## config.mk

```make
export PLATFORM = sky130hd
export DESIGN_NAME = rx_chunk_tracker
export DESIGN_NICKNAME = d
export VERILOG_FILES = /design/src/rtl/rxc_pkg.sv /design/src/rtl/rxc_wr_ptr.sv /design/src/rtl/rxc_idle_timer.sv /design/src/rtl/rxc_chunk_calc.sv /design/src/rtl/rx_chunk_tracker.sv
export SDC_FILE = /design/constraint.sdc
export NUM_CORES = 1
export LEC_CHECK = 0
export ABC_CLOCK_PERIOD_IN_PS = 6700
export BUFFER_PORTS_ARGS = -buffer_cell sky130_fd_sc_hd__buf_2
export CAP_MARGIN = 0
export CORE_MARGIN = 1
export CORE_UTILIZATION = 45
export CTS_BUF_LIST = sky130_fd_sc_hd__clkbuf_8
export CTS_CLUSTER_SIZE = 40
export DETAILED_ROUTE_END_ITERATION = 8
export GPL_ROUTABILITY_DRIVEN = 1
export PLACE_DENSITY = 0.66
export SYNTH_ARGS = -nofsm -noshare
export SYNTH_HDL_FRONTEND = slang
export SYNTH_SLANG_ARGS = --single-unit
```

## constraint.sdc

```tcl
create_clock -name clk_i -period 6.7 [get_ports clk_i]
set_input_delay 1.005 -clock clk_i [delete_from_list [all_inputs] [get_ports clk_i]]
set_output_delay 1.005 -clock clk_i [all_outputs]
set_load 0.005 [all_outputs]
```

## src/rtl/rxc_pkg.sv

```systemverilog
package rxc_pkg;
  typedef enum logic [1:0] {
    CAUSE_NONE = 2'd0,
    CAUSE_HALF = 2'd1,
    CAUSE_FULL = 2'd2,
    CAUSE_TMO  = 2'd3
  } cause_e;
endpackage

```

## src/rtl/rxc_wr_ptr.sv

```systemverilog
module rxc_wr_ptr #(
  parameter int DEPTH = 16,
  parameter int AW    = $clog2(DEPTH)
) (
  input  logic          clk_i,
  input  logic          rst_ni,
  input  logic          push_i,
  output logic [AW-1:0] ptr_o,
  output logic          half_o,
  output logic          full_o
);
  localparam logic [AW-1:0] LAST_IDX = AW'(DEPTH - 1);
  localparam logic [AW-1:0] HALF_IDX = AW'(DEPTH / 2 - 1);

  logic [AW-1:0] ptr_q;

  always_ff @(posedge clk_i or negedge rst_ni) begin
    if (!rst_ni)     ptr_q <= '0;
    else if (push_i) ptr_q <= (ptr_q == LAST_IDX) ? '0 : ptr_q + 1'b1;
  end

  assign ptr_o  = ptr_q;
  assign half_o = push_i && (ptr_q == HALF_IDX);
  assign full_o = push_i && (ptr_q == LAST_IDX);
endmodule

```

## src/rtl/rxc_idle_timer.sv

```systemverilog
module rxc_idle_timer #(
  parameter int TMO_W = 16
) (
  input  logic             clk_i,
  input  logic             rst_ni,
  input  logic             push_i,
  input  logic             cancel_i,
  input  logic             idle_i,
  input  logic             tick_i,
  input  logic [TMO_W-1:0] period_i,
  output logic             tmo_o,
  output logic             armed_o,
  output logic             counting_o
);
  logic             armed_q, counting_q;
  logic [TMO_W-1:0] cnt_q;

  always_ff @(posedge clk_i or negedge rst_ni) begin
    if (!rst_ni) begin
      armed_q    <= 1'b0;
      counting_q <= 1'b0;
      cnt_q      <= '0;
    end else if (push_i || cancel_i) begin
      // new data re-arms idle detection and kills any countdown
      armed_q    <= armed_q | push_i;
      counting_q <= 1'b0;
    end else if (idle_i && armed_q) begin
      armed_q    <= 1'b0;
      counting_q <= 1'b1;
      cnt_q      <= period_i;
    end else if (counting_q) begin
      if (cnt_q == '0)  counting_q <= 1'b0;
      else if (tick_i)  cnt_q      <= cnt_q - 1'b1;
    end
  end

  assign tmo_o      = counting_q && (cnt_q == '0) && !push_i && !cancel_i;
  assign armed_o    = armed_q;
  assign counting_o = counting_q;
endmodule

```

## src/rtl/rxc_chunk_calc.sv

```systemverilog
module rxc_chunk_calc
  import rxc_pkg::*;
#(
  parameter int DEPTH = 16,
  parameter int AW    = $clog2(DEPTH),
  parameter int LW    = AW + 1
) (
  input  logic          clk_i,
  input  logic          rst_ni,
  input  logic          half_i,
  input  logic          full_i,
  input  logic          tmo_i,
  input  logic [AW-1:0] ptr_i,
  output logic          valid_o,
  output logic [AW-1:0] start_o,
  output logic [LW-1:0] len_o,
  output cause_e        cause_o
);
  localparam logic [LW-1:0] END_FULL = LW'(DEPTH);
  localparam logic [LW-1:0] END_HALF = LW'(DEPTH / 2);

  logic [AW-1:0] saved_q;
  logic [LW-1:0] end_c, len_c;
  cause_e        cause_c;
  logic          fire_c;

  always_comb begin
    end_c   = {1'b0, ptr_i};
    cause_c = CAUSE_NONE;
    if (full_i) begin
      end_c   = END_FULL;
      cause_c = CAUSE_FULL;
    end else if (half_i) begin
      end_c   = END_HALF;
      cause_c = CAUSE_HALF;
    end else if (tmo_i) begin
      cause_c = CAUSE_TMO;
    end
    len_c  = end_c - {1'b0, saved_q};
    fire_c = (cause_c != CAUSE_NONE) && (len_c != '0);
  end

  always_ff @(posedge clk_i or negedge rst_ni) begin
    if (!rst_ni) begin
      saved_q <= '0;
      valid_o <= 1'b0;
      start_o <= '0;
      len_o   <= '0;
      cause_o <= CAUSE_NONE;
    end else begin
      valid_o <= fire_c;
      if (fire_c) begin
        start_o <= saved_q;
        len_o   <= len_c;
        cause_o <= cause_c;
        saved_q <= full_i ? '0 : end_c[AW-1:0];
      end
    end
  end
endmodule

```

## src/rtl/rx_chunk_tracker.sv

```systemverilog
module rx_chunk_tracker
  import rxc_pkg::*;
#(
  parameter  int DEPTH  = 16,
  parameter  int DATA_W = 8,
  parameter  int TMO_W  = 16,
  localparam int AW     = $clog2(DEPTH),
  localparam int LW     = AW + 1
) (
  input  logic              clk_i,
  input  logic              rst_ni,
  input  logic              rx_valid_i,
  input  logic [DATA_W-1:0] rx_data_i,
  input  logic              line_idle_i,
  input  logic              tick_i,
  input  logic [TMO_W-1:0]  tmo_period_i,
  output logic              buf_we_o,
  output logic [AW-1:0]     buf_addr_o,
  output logic [DATA_W-1:0] buf_wdata_o,
  output logic              chunk_valid_o,
  output logic [AW-1:0]     chunk_start_o,
  output logic [LW-1:0]     chunk_len_o,
  output logic [1:0]        chunk_cause_o
);
  generate
    if (DEPTH < 2 || (DEPTH % 2) != 0) begin : g_bad_depth
      $error("DEPTH must be even and at least 2");
    end
  endgenerate

  logic [AW-1:0] ptr;
  logic          evt_half, evt_full, evt_tmo;
  logic          tmr_armed, tmr_counting;
  cause_e        cause;

  rxc_wr_ptr #(.DEPTH(DEPTH), .AW(AW)) u_ptr (
    .clk_i  (clk_i),
    .rst_ni (rst_ni),
    .push_i (rx_valid_i),
    .ptr_o  (ptr),
    .half_o (evt_half),
    .full_o (evt_full)
  );

  rxc_idle_timer #(.TMO_W(TMO_W)) u_tmr (
    .clk_i      (clk_i),
    .rst_ni     (rst_ni),
    .push_i     (rx_valid_i),
    .cancel_i   (evt_half | evt_full),
    .idle_i     (line_idle_i),
    .tick_i     (tick_i),
    .period_i   (tmo_period_i),
    .tmo_o      (evt_tmo),
    .armed_o    (tmr_armed),
    .counting_o (tmr_counting)
  );

  rxc_chunk_calc #(.DEPTH(DEPTH), .AW(AW), .LW(LW)) u_calc (
    .clk_i   (clk_i),
    .rst_ni  (rst_ni),
    .half_i  (evt_half),
    .full_i  (evt_full),
    .tmo_i   (evt_tmo),
    .ptr_i   (ptr),
    .valid_o (chunk_valid_o),
    .start_o (chunk_start_o),
    .len_o   (chunk_len_o),
    .cause_o (cause)
  );

  assign buf_we_o      = rx_valid_i;
  assign buf_addr_o    = ptr;
  assign buf_wdata_o   = rx_data_i;
  assign chunk_cause_o = cause;
endmodule

```

==> results of run 1 <==
[cell usage after synthesis, types with 4 or more instances]
library cell / number / area share (%)
nand2_1: 14 / 2.3
a31oi_1: 4 / 1.1
o21ai_0: 20 / 4.4
inv_1: 12 / 2.0
nor2_1: 12 / 2.0
a21oi_1: 11 / 2.4
ha_1: 6 / 3.3
dfrtp_1: 38 / 42
mux2_2: 7 / 3.5
buf_4: 9 / 3.0
clkbuf_1: 6 / 1.0
nand3_1: 6 / 1.3
nor3_1: 8 / 1.8
[area by class of cell]
type / count / area [um2]
timing repair buffer: 37 / 185
clock buffer: 6 / 82.6
multi-input combinational: 163 / 1160
tap: 67 / 83.8
fill: 447 / 2260
clock inverter: 2 / 12.5
sequential: 38 / 951
inverter: 12 / 45.0
[report_power, final]
part           total [mW]  switching [mW]  internal, mW
Clock               0.163          0.0807        0.0827
Combinational       0.380           0.205         0.176
Sequential          0.361          0.0606         0.300
Total               0.904           0.346         0.558
[worst min path at each step]
| stage | end | slack, ns | startpoint |
|---|---|---|---|
| 5_1_grt | u_calc.start_o[0]$_DFFE_PN0P_ | 0.51 | u_calc.start_o[0]$_DFFE_PN0P_ |
| 4_1_cts | u_calc.start_o[0]$_DFFE_PN0P_ | 0.49 | u_calc.start_o[0]$_DFFE_PN0P_ |
| 6_report | u_calc.start_o[0]$_DFFE_PN0P_ | 0.48 | u_calc.start_o[0]$_DFFE_PN0P_ |
| 3_3_place_gp | u_calc.start_o[0]$_DFFE_PN0P_ | 0.46 | u_calc.start_o[0]$_DFFE_PN0P_ |
| 3_5_place_dp | u_calc.start_o[0]$_DFFE_PN0P_ | 0.47 | u_calc.start_o[0]$_DFFE_PN0P_ |
| 2_1_floorplan | u_tmr.armed_o$_DFFE_PN0P_ | 0.47 | u_tmr.armed_o$_DFFE_PN0P_ |
[worst register-to-register path: stages, from the launching register on]
cell       delay, ns
dfrtp_1         0.46
ha_1            0.29
nand3_1         0.18
and2_1          0.25
ha_1            0.27
and3b_1         0.19
or3_4           0.38
a2111oi_4       0.66
nor2_4          0.15
mux2_1          0.34
[flip-flops by register name, summed over array words and instances, names as in the netlist]
signal and count:
u_tmr.counting_o 1, u_calc.start_o 4, u_tmr.armed_o 1, u_calc.len_o 5
u_calc.valid_o 1, u_calc.cause_o 2, u_ptr.ptr_o 4, u_tmr.cnt_q 16
u_calc.saved_q 4
[logic make-up (layout without fill, tap and decap cells)]
| kind of cell | count (synthesis) | in the layout | synth area share (%) |
|---|---|---|---|
| AND/OR/NAND/NOR | 75 | 75 | 19.9 |
| AO/OA/AOI/OAI | 68 | 68 | 21.3 |
| multiplexers | 10 | 10 | 4.88 |
| XOR/XNOR | 3 | 3 | 1.16 |
| adder cells (fa/ha/maj) | 7 | 7 | 4.21 |
| buffers and inverters | 29 | 57 | 6.43 |
| flip-flops | 38 | 38 | 42.1 |
[per-layer routing]
metal | wire (um) | up-vias | global-route usage, %
li1 | - | 902 | -
met1 | 2050 | 890 | 23.4
met3 | 177 | 10 | 4.14
met2 | 2330 | 35 | 34.0
met4 | 65 | 0 | 8.50
met5 | 0 | - | 0
[per-stage QoR]
step | util [%] | hold slack [ns] | cells | power, mW | setup WS [ns]
5_1_grt | 52.7 | 0.508 | 325 | 0.988 | 2.91
2_1_floorplan | - | 0.468 | 230 | 0.639 | 3.25
6_report | 52.7 | 0.482 | 325 | 0.904 | 3.14
4_1_cts | 52.7 | 0.488 | 325 | 0.918 | 3.14
3_5_place_dp | 50.7 | 0.469 | 317 | 0.750 | 2.81
3_3_place_gp | 50.7 | 0.465 | 317 | 0.742 | 2.91
==> out/metrics.yaml, run 1 <==
status: "complete, no violations"
path_cells: "buf_2 > nand3_1 > and2_1 > ha_1 > and3b_1 > or3_4 > a2111oi_4 > nor2_4 > mux2_1"
max_stage_delay_ns: 0.66
hold_violations: 0
start_util_pct: 47.2
fin_area_um2: 2520
nets: 293
cp.depth: 9
die_x_um: 72.8
grt_max_degree: 39
r2r-start: "u_ptr.ptr_o[0]$_DFFE_PN0P_"
cp_max_fo: 19
p_leak_nw: 1.08
syn_area_um2: 2260
arrival_ns: 3.73
firstDrtPassIters: 4
power_density_nw_per_um2: 359
cts_tree: "built"
ys_async_sr_fraction_pct: 100
clkTransAtPathRegs_ns: 0.07
vdd_ir_drop_max_mv: 0.154
grt_pass1_wl_um: 7850
wire_per_inst_um: 14.2
cap_violations: 0
postPlaceCellArea_um2: 2430
rr_endpoint: "u_calc.start_o[0]$_DFFE_PN0P_"
path_class: "input pin to register"
cp-start-kind: "input pin"
critical_path_buf_inv_count: 1
dp.final_hpwl_um: 3360
timing.final.crit_share_pct: 53.1
fmax_mhz: 281
finalClockSkew_ns: 0.00507
wl_um: 4630
cts_resized: 0
crit_end: "u_calc.start_o[0]$_DFFE_PN0P_"
final_common_cell: "dfrtp_1"
antenna_found_initial: 0
hp-class: "register to register"
viasPerCell: 5.65
final_cell_mix: "dfrtp_1 (38), buf_2 (37), o21ai_0 (20)"
r2r_slack_ns: 3.42
holdPathStages: 1
slew_headroom_pct: 45.9
tightest_slew_ns: 0.811
slew_violations: 0
postRouteAntennaNets: 0
syn_inst: 230
grt_setup_unrepaired: "false"
rows: 25
yosysWarnings: 0
ys_seq_area_share_pct: 42.1
drive_gt1_share_pct: 25.6
track_usage_pct: 19.6
clock_path_buffers: 2
cts_hold_buf: 0
drt_iter0_markers: 45
grt_pass1_vias: 1739
cts_setup_buffers: 0
synth_ff_type: "dfrtp_1"
syn_to_final_growth_pct: 11.7
yosys_register_bits: 38
num_io_pins: 54
cts.sinks: 38
die_h_um: 72.8
critPathCaptureType: "register"
dr_total_vias: 1837
setup_tns_ns: 0
crit_slowest_cell: "a2111oi_4"
min_period_ns: 3.56
gp_congestion: 0.850
synth_fp_nets: 266
setup-violations-final: 0
path_delay_family: "simple AND/OR/NAND/NOR gates"
reg2reg_depth: 9
clk_latency_ns: 0.29
synth_edf_count: 0
cts-root-buf: "clkbuf_8"
ys_types: 57
startpoint: "rx_valid_i"
grt_overflow: 0
crit_required_ns: 6.88
place.port_buffers: 37
post-route-drc-count: 0
ctsHtreeMaxLevel: 2
cts_made_buffers: 5
core_area_um2: 4790
synth.avg_cell_area_um2: 9.82
dieArea_um2: 5310
antenna_cells: 0
No activity file was read; power rests on OpenSTA's default activity.
==> run 2: changes to the inputs <==
- ABC_CLOCK_PERIOD_IN_PS: 6700 -> 3550
- clock period: 6.7 -> 3.55 ns (I/O delays scaled with it)
==> run 2 against run 1 <==
  * Sequential power increased by 88%
  * Non-clock buffer count increased by 3
  * Highest routed layer unchanged
  * Clock power increased by 130%
  * Wire length increased by 1.8%
  * Register-to-register slack got worse by 2.8 ns
==> out/metrics.yaml, run 2 (synthesized netlist as in run 1, its figures left out) <==
final_common_cell: "dfrtp_1"
cap_violations: 0
combPwrFrac_pct: 40.9
min_period_ns: 2.94
switching_share_pct: 36.5
finalClockSkew_ns: 0.00801
dieArea_um2: 5310
setup_tns_ns: 0
fin_hold_ws_ns: 0.342
dp.cells: 320
firstDrtPassIters: 4
num_io_pins: 54
fin_area_um2: 2560
clock_path_buffers: 2
power_mw: 1.78
postRouteAntennaNets: 0
cts_resized: 0
critPathCaptureType: "register"
clk_latency_ns: 0.29
dr_total_vias: 1816
cp_max_fo: 9
power.switching_uw: 649
regMostFlops: "u_tmr.cnt_q"
fmax_mhz: 340
start_util_pct: 47.2
place.port_buffers: 37
vdd_ir_drop_max_mv: 0.355
cts-root-buf: "clkbuf_8"
syn_to_final_growth_pct: 13.5
pwr-share-clk_pct: 21.0
tightest_slew_ns: 0.849
antenna_cells: 0
crit_required_ns: 3.72
grt_overflow: 0
nets: 296
timing.final.crit_share_pct: 82.8
cts_made_buffers: 5
status: "complete, no violations"
p_int_mw: 1.13
dp.final_hpwl_um: 3390
p_leak_nw: 1.10
cts_setup_buffers: 0
pwr-share-seq_pct: 38.2
track_usage_pct: 20.2
setup-violations-final: 0
drive_gt1_share_pct: 26.2
viasPerCell: 5.55
arrival_ns: 3.11
grt_setup_unrepaired: "false"
final_cell_mix: "dfrtp_1 (38), buf_2 (37), o21ai_0 (20)"
cts_hold_buf: 0
instances_no_fill: 327
power_density_nw_per_um2: 694
grt_pass1_wl_um: 8070
hold_violations: 0
grt_max_degree: 39
path_class: "register to register"
reg2reg_depth: 9
slew_headroom_pct: 43.4
rows: 25
drt_iter0_markers: 90
clkTransAtPathRegs_ns: 0.08
gp_congestion: 0.807
core_area_um2: 4790
postPlaceCellArea_um2: 2450
die_h_um: 72.8
antenna_found_initial: 0
cp-start-kind: "register"
largest_register_ffs: 16
grt_pass1_vias: 1728
wl_um: 4710
ctsHtreeMaxLevel: 2
r2r_slack_ns: 0.61
cts_tree: "built"
slew_violations: 0
die_x_um: 72.8
post-route-drc-count: 0
hp-class: "input pin to async pin"
cts.sinks: 38
wire_per_inst_um: 14.4
largest_registers: "u_tmr.cnt_q x16, u_calc.len_o x5"
[run 2: metrics by stage]
stage,setup slack (ns),util (%)
final,0.611,53.5
after global routing,0.470,53.5
after CTS,0.610,53.5
after detailed placement,0.611,51.2
after global placement,0.667,51.2
after floorplan,0.570,-
[run 2: metal layers]
layer  up-vias  global-route usage (%)  wire, um
met4         0                    9.15        42
met5         -                       0         0
li1        911                       -         -
met3         8                    4.70       230
met2        44                    33.5      2340
met1       853                    25.0      2090
[run 2: final timing paths]
path / from / endpoint
min in group clk_i: u_calc.start_o[0]$_DFFE_PN0P_ / u_calc.start_o[0]$_DFFE_PN0P_
hold / removal: rst_ni / u_calc.len_o[4]$_DFFE_PN0P_
setup reg to reg: u_ptr.ptr_o[0]$_DFFE_PN0P_ / u_calc.start_o[0]$_DFFE_PN0P_
setup / recovery: u_ptr.ptr_o[0]$_DFFE_PN0P_ / u_calc.start_o[0]$_DFFE_PN0P_
max in group asynchronous: rst_ni / u_tmr.cnt_q[6]$_DFFE_PN0P_
hold reg to reg: u_calc.start_o[0]$_DFFE_PN0P_ / u_calc.start_o[0]$_DFFE_PN0P_
[run 2: cell type report]
cell class / count / area [um2]
Multi-Input combinational cell: 163 / 1160
Clock inverter: 1 / 30.0
Clock buffer: 6 / 82.6
Timing Repair Buffer: 40 / 208
Sequential cell: 38 / 951
Inverter: 12 / 45.0
Tap cell: 67 / 83.8
Fill cell: 462 / 2220
[run 2: critical path: stages, from the launching register on]
cell       delay [ns]
dfrtp_1          0.43
ha_1             0.25
nand3_1          0.16
and2_1           0.24
ha_1             0.27
and3b_1          0.19
or3_4            0.38
a2111oi_4        0.45
nor2_4           0.12
mux2_1           0.32
[run 2: power groups by stage]
stage | clock, mW | sequential [mW] | combinational (mW)
after floorplan | 0 | 0.673 | 0.533
after global placement | 0 | 0.684 | 0.726
after detailed placement | 0 | 0.689 | 0.733
after CTS | 0.385 | 0.680 | 0.737
after global routing | 0.402 | 0.700 | 0.828
final | 0.373 | 0.679 | 0.726
==> run 3: changes to the inputs <==
- ABC_CLOCK_PERIOD_IN_PS: 3550 -> 2700
- PLACE_DENSITY: 0.66 -> 0.69
- clock period: 3.55 -> 2.7 ns (I/O delays scaled with it)
==> run 3 against run 2 <==
  * Final cell count rose by 4.0%
  * Cell area rose by 7.0%
  * Count of clock-buffer cells in the layout fell by 1
  * Highest routed layer unchanged
  * Worst hold slack got worse by 0.13 ns
  * Maximum frequency rose by 7.7%
  * Critical path depth rose by 3
  * Total power rose by 52%
  * Sequential power rose by 32%
  * The flow now finishes with violations (setup timing)
  * Die area did not move
  * Largest power group unchanged
==> out/metrics.yaml, run 3 (synthesized netlist as in run 1, its figures left out) <==
post-route-drc-count: 0
grt_overflow: 0
reg2reg_depth: 12
grt_pass1_wl_um: 8290
clkTransAtPathRegs_ns: 0.08
min_period_ns: 2.73
r2r-start: "u_ptr.ptr_o[0]$_DFFE_PN0P_"
place.port_buffers: 37
fin_area_um2: 2740
regMostFlops: "u_tmr.cnt_q"
utilization_pct: 57.3
clk_latency_ns: 0.30
finalClockSkew_ns: 0.00365
final_cell_mix: "buf_2 (37), dfrtp_1 (36), o21ai_0 (19)"
firstDrtPassIters: 5
r2r_slack_ns: -0.03
cts-root-buf: "clkbuf_8"
cap_violations: 0
setup_slack_ns: -0.0301
power_density_nw_per_um2: 988
grt_setup_unrepaired: "true"
final_common_cell: "buf_2"
dp.final_hpwl_um: 3570
wire_per_inst_um: 15.4
rr_endpoint: "u_calc.start_o[0]$_DFFE_PN0P_"
drt_iter0_markers: 142
num_io_pins: 54
status: "finished, violations left"
cts.sinks: 38
cp-start-kind: "register"
fill_cells: 428
setup_tns_ns: -0.0698
cts_hold_buf: 0
crit_end: "u_calc.start_o[0]$_DFFE_PN0P_"
crit_required_ns: 2.89
largest_registers: "u_tmr.cnt_q x16, u_calc.len_o x5"
cts_tree: "built"
largest_register_ffs: 16
grt_max_degree: 39
track_usage_pct: 20.7
drive_gt1_share_pct: 35.2
viasPerCell: 5.62
path_common_cell: "ha_4"
path_cells: "ha_4 > nand3_4 > nand2_4 > ha_4 > inv_2 > fa_2 > nor2b_4 > nand2_2 > a2111oi_4 > buf_4 > nor2_4 > mux2_4"
dp_worst_setup_slack_ns: -0.00324
postPlaceCellArea_um2: 2530
slew_headroom_pct: 44.0
crit_slowest_cell: "fa_2"
postRouteAntennaNets: 0
timing.final.crit_share_pct: 101
die_h_um: 72.8
antenna_cells: 0
tightest_slew_ns: 0.840
die_x_um: 72.8
grt_pass1_vias: 1739
hold_violations: 0
slew_violations: 0
syn_to_final_growth_pct: 21.4
ctsHtreeMaxLevel: 2
core_area_um2: 4790
cts_made_buffers: 5
dieArea_um2: 5310
clock_path_buffers: 2
path_class: "register to register"
nets: 308
violations: "setup timing"
antenna_found_initial: 0
fmax_mhz: 366
start_util_pct: 47.2
arrival_ns: 2.92
critPathCaptureType: "register"
rows: 25
cp_max_fo: 5
max_stage_delay_ns: 0.48
p_leak_nw: 1.17
setup-violations-final: 7
startpoint: "u_ptr.ptr_o[0]$_DFFE_PN0P_"
wl_um: 5230
hp-class: "input pin to async pin"
gp_congestion: 0.848
vdd_ir_drop_max_mv: 0.550
dr_total_vias: 1911
[run 3: worst min-delay path by stage]
stage,start,to,slack (ns),cells after the start
after detailed placement,u_calc.cause_o[0]$_DFFE_PN0P_,u_calc.cause_o[0]$_DFFE_PN0P_,0.49,1
after CTS,rst_ni,u_calc.len_o[4]$_DFFE_PN0P_,0.25,1
after global routing,rst_ni,u_calc.start_o[0]$_DFFE_PN0P_,0.29,1
final,rst_ni,u_calc.cause_o[1]$_DFFE_PN0P_,0.21,1
after floorplan,rst_ni,u_calc.cause_o[0]$_DFFE_PN0P_,0.11,0
after global placement,u_calc.cause_o[1]$_DFFE_PN0P_,u_calc.cause_o[1]$_DFFE_PN0P_,0.48,2
[run 3: final cells by class]
cell class | count | area (um2) | area share (%)
clock buffers | 5 | 68.8 | 2.51
repair buffers | 51 | 290 | 10.6
clock inverters | 3 | 45.0 | 1.64
well taps | 67 | 83.8 | 3.06
flip-flops and latches | 38 | 953 | 34.8
inverters | 12 | 45.0 | 1.64
multi-input cells | 164 | 1250 | 45.8
[run 3: power breakdown]
part	internal (mW)	switching (mW)
Sequential	0.746	0.147
Combinational	0.656	0.664
Clock	0.275	0.220
Total	1.68	1.03
[run 3: per-stage QoR]
| stage | hold WS (ns) | instances | power, mW |
|---|---|---|---|
| 5_1_grt | 0.290 | 340 | 2.90 |
| 4_1_cts | 0.246 | 332 | 2.50 |
| 2_1_floorplan | 0.109 | 230 | 1.65 |
| 3_5_place_dp | 0.486 | 324 | 2.01 |
| 3_3_place_gp | 0.476 | 324 | 1.96 |
| 6_report | 0.208 | 340 | 2.71 |
[run 3: critical path: cells and delay by family, from the launching register on]
family | cells | cell delay, ns
AOI/OAI and AO/OA | 1 | 0.33
adders and majority gates | 3 | 0.81
buffers and inverters | 2 | 0.25
DFF | 1 | 0.45
muxes | 1 | 0.31
and+or+nand+nor | 5 | 0.46
[run 3: metal layers]
layer | GRT usage (%) | vias to the layer above | share of wire [%]
li1 | - | 937 | -
met1 | 29.1 | 907 | 49
met2 | 31.0 | 56 | 45
met3 | 4.28 | 11 | 4.8
met4 | 9.15 | 0 | 1.5
met5 | 0 | - | 0
[run 3: what timing repair did]
item                                    4_1_cts  5_1_grt
endpoints found under the setup margin        6       14
gates cloned                                  0        1
setup buffers                                 0        7
resized for setup                             1       10
pin swaps                                     0        5
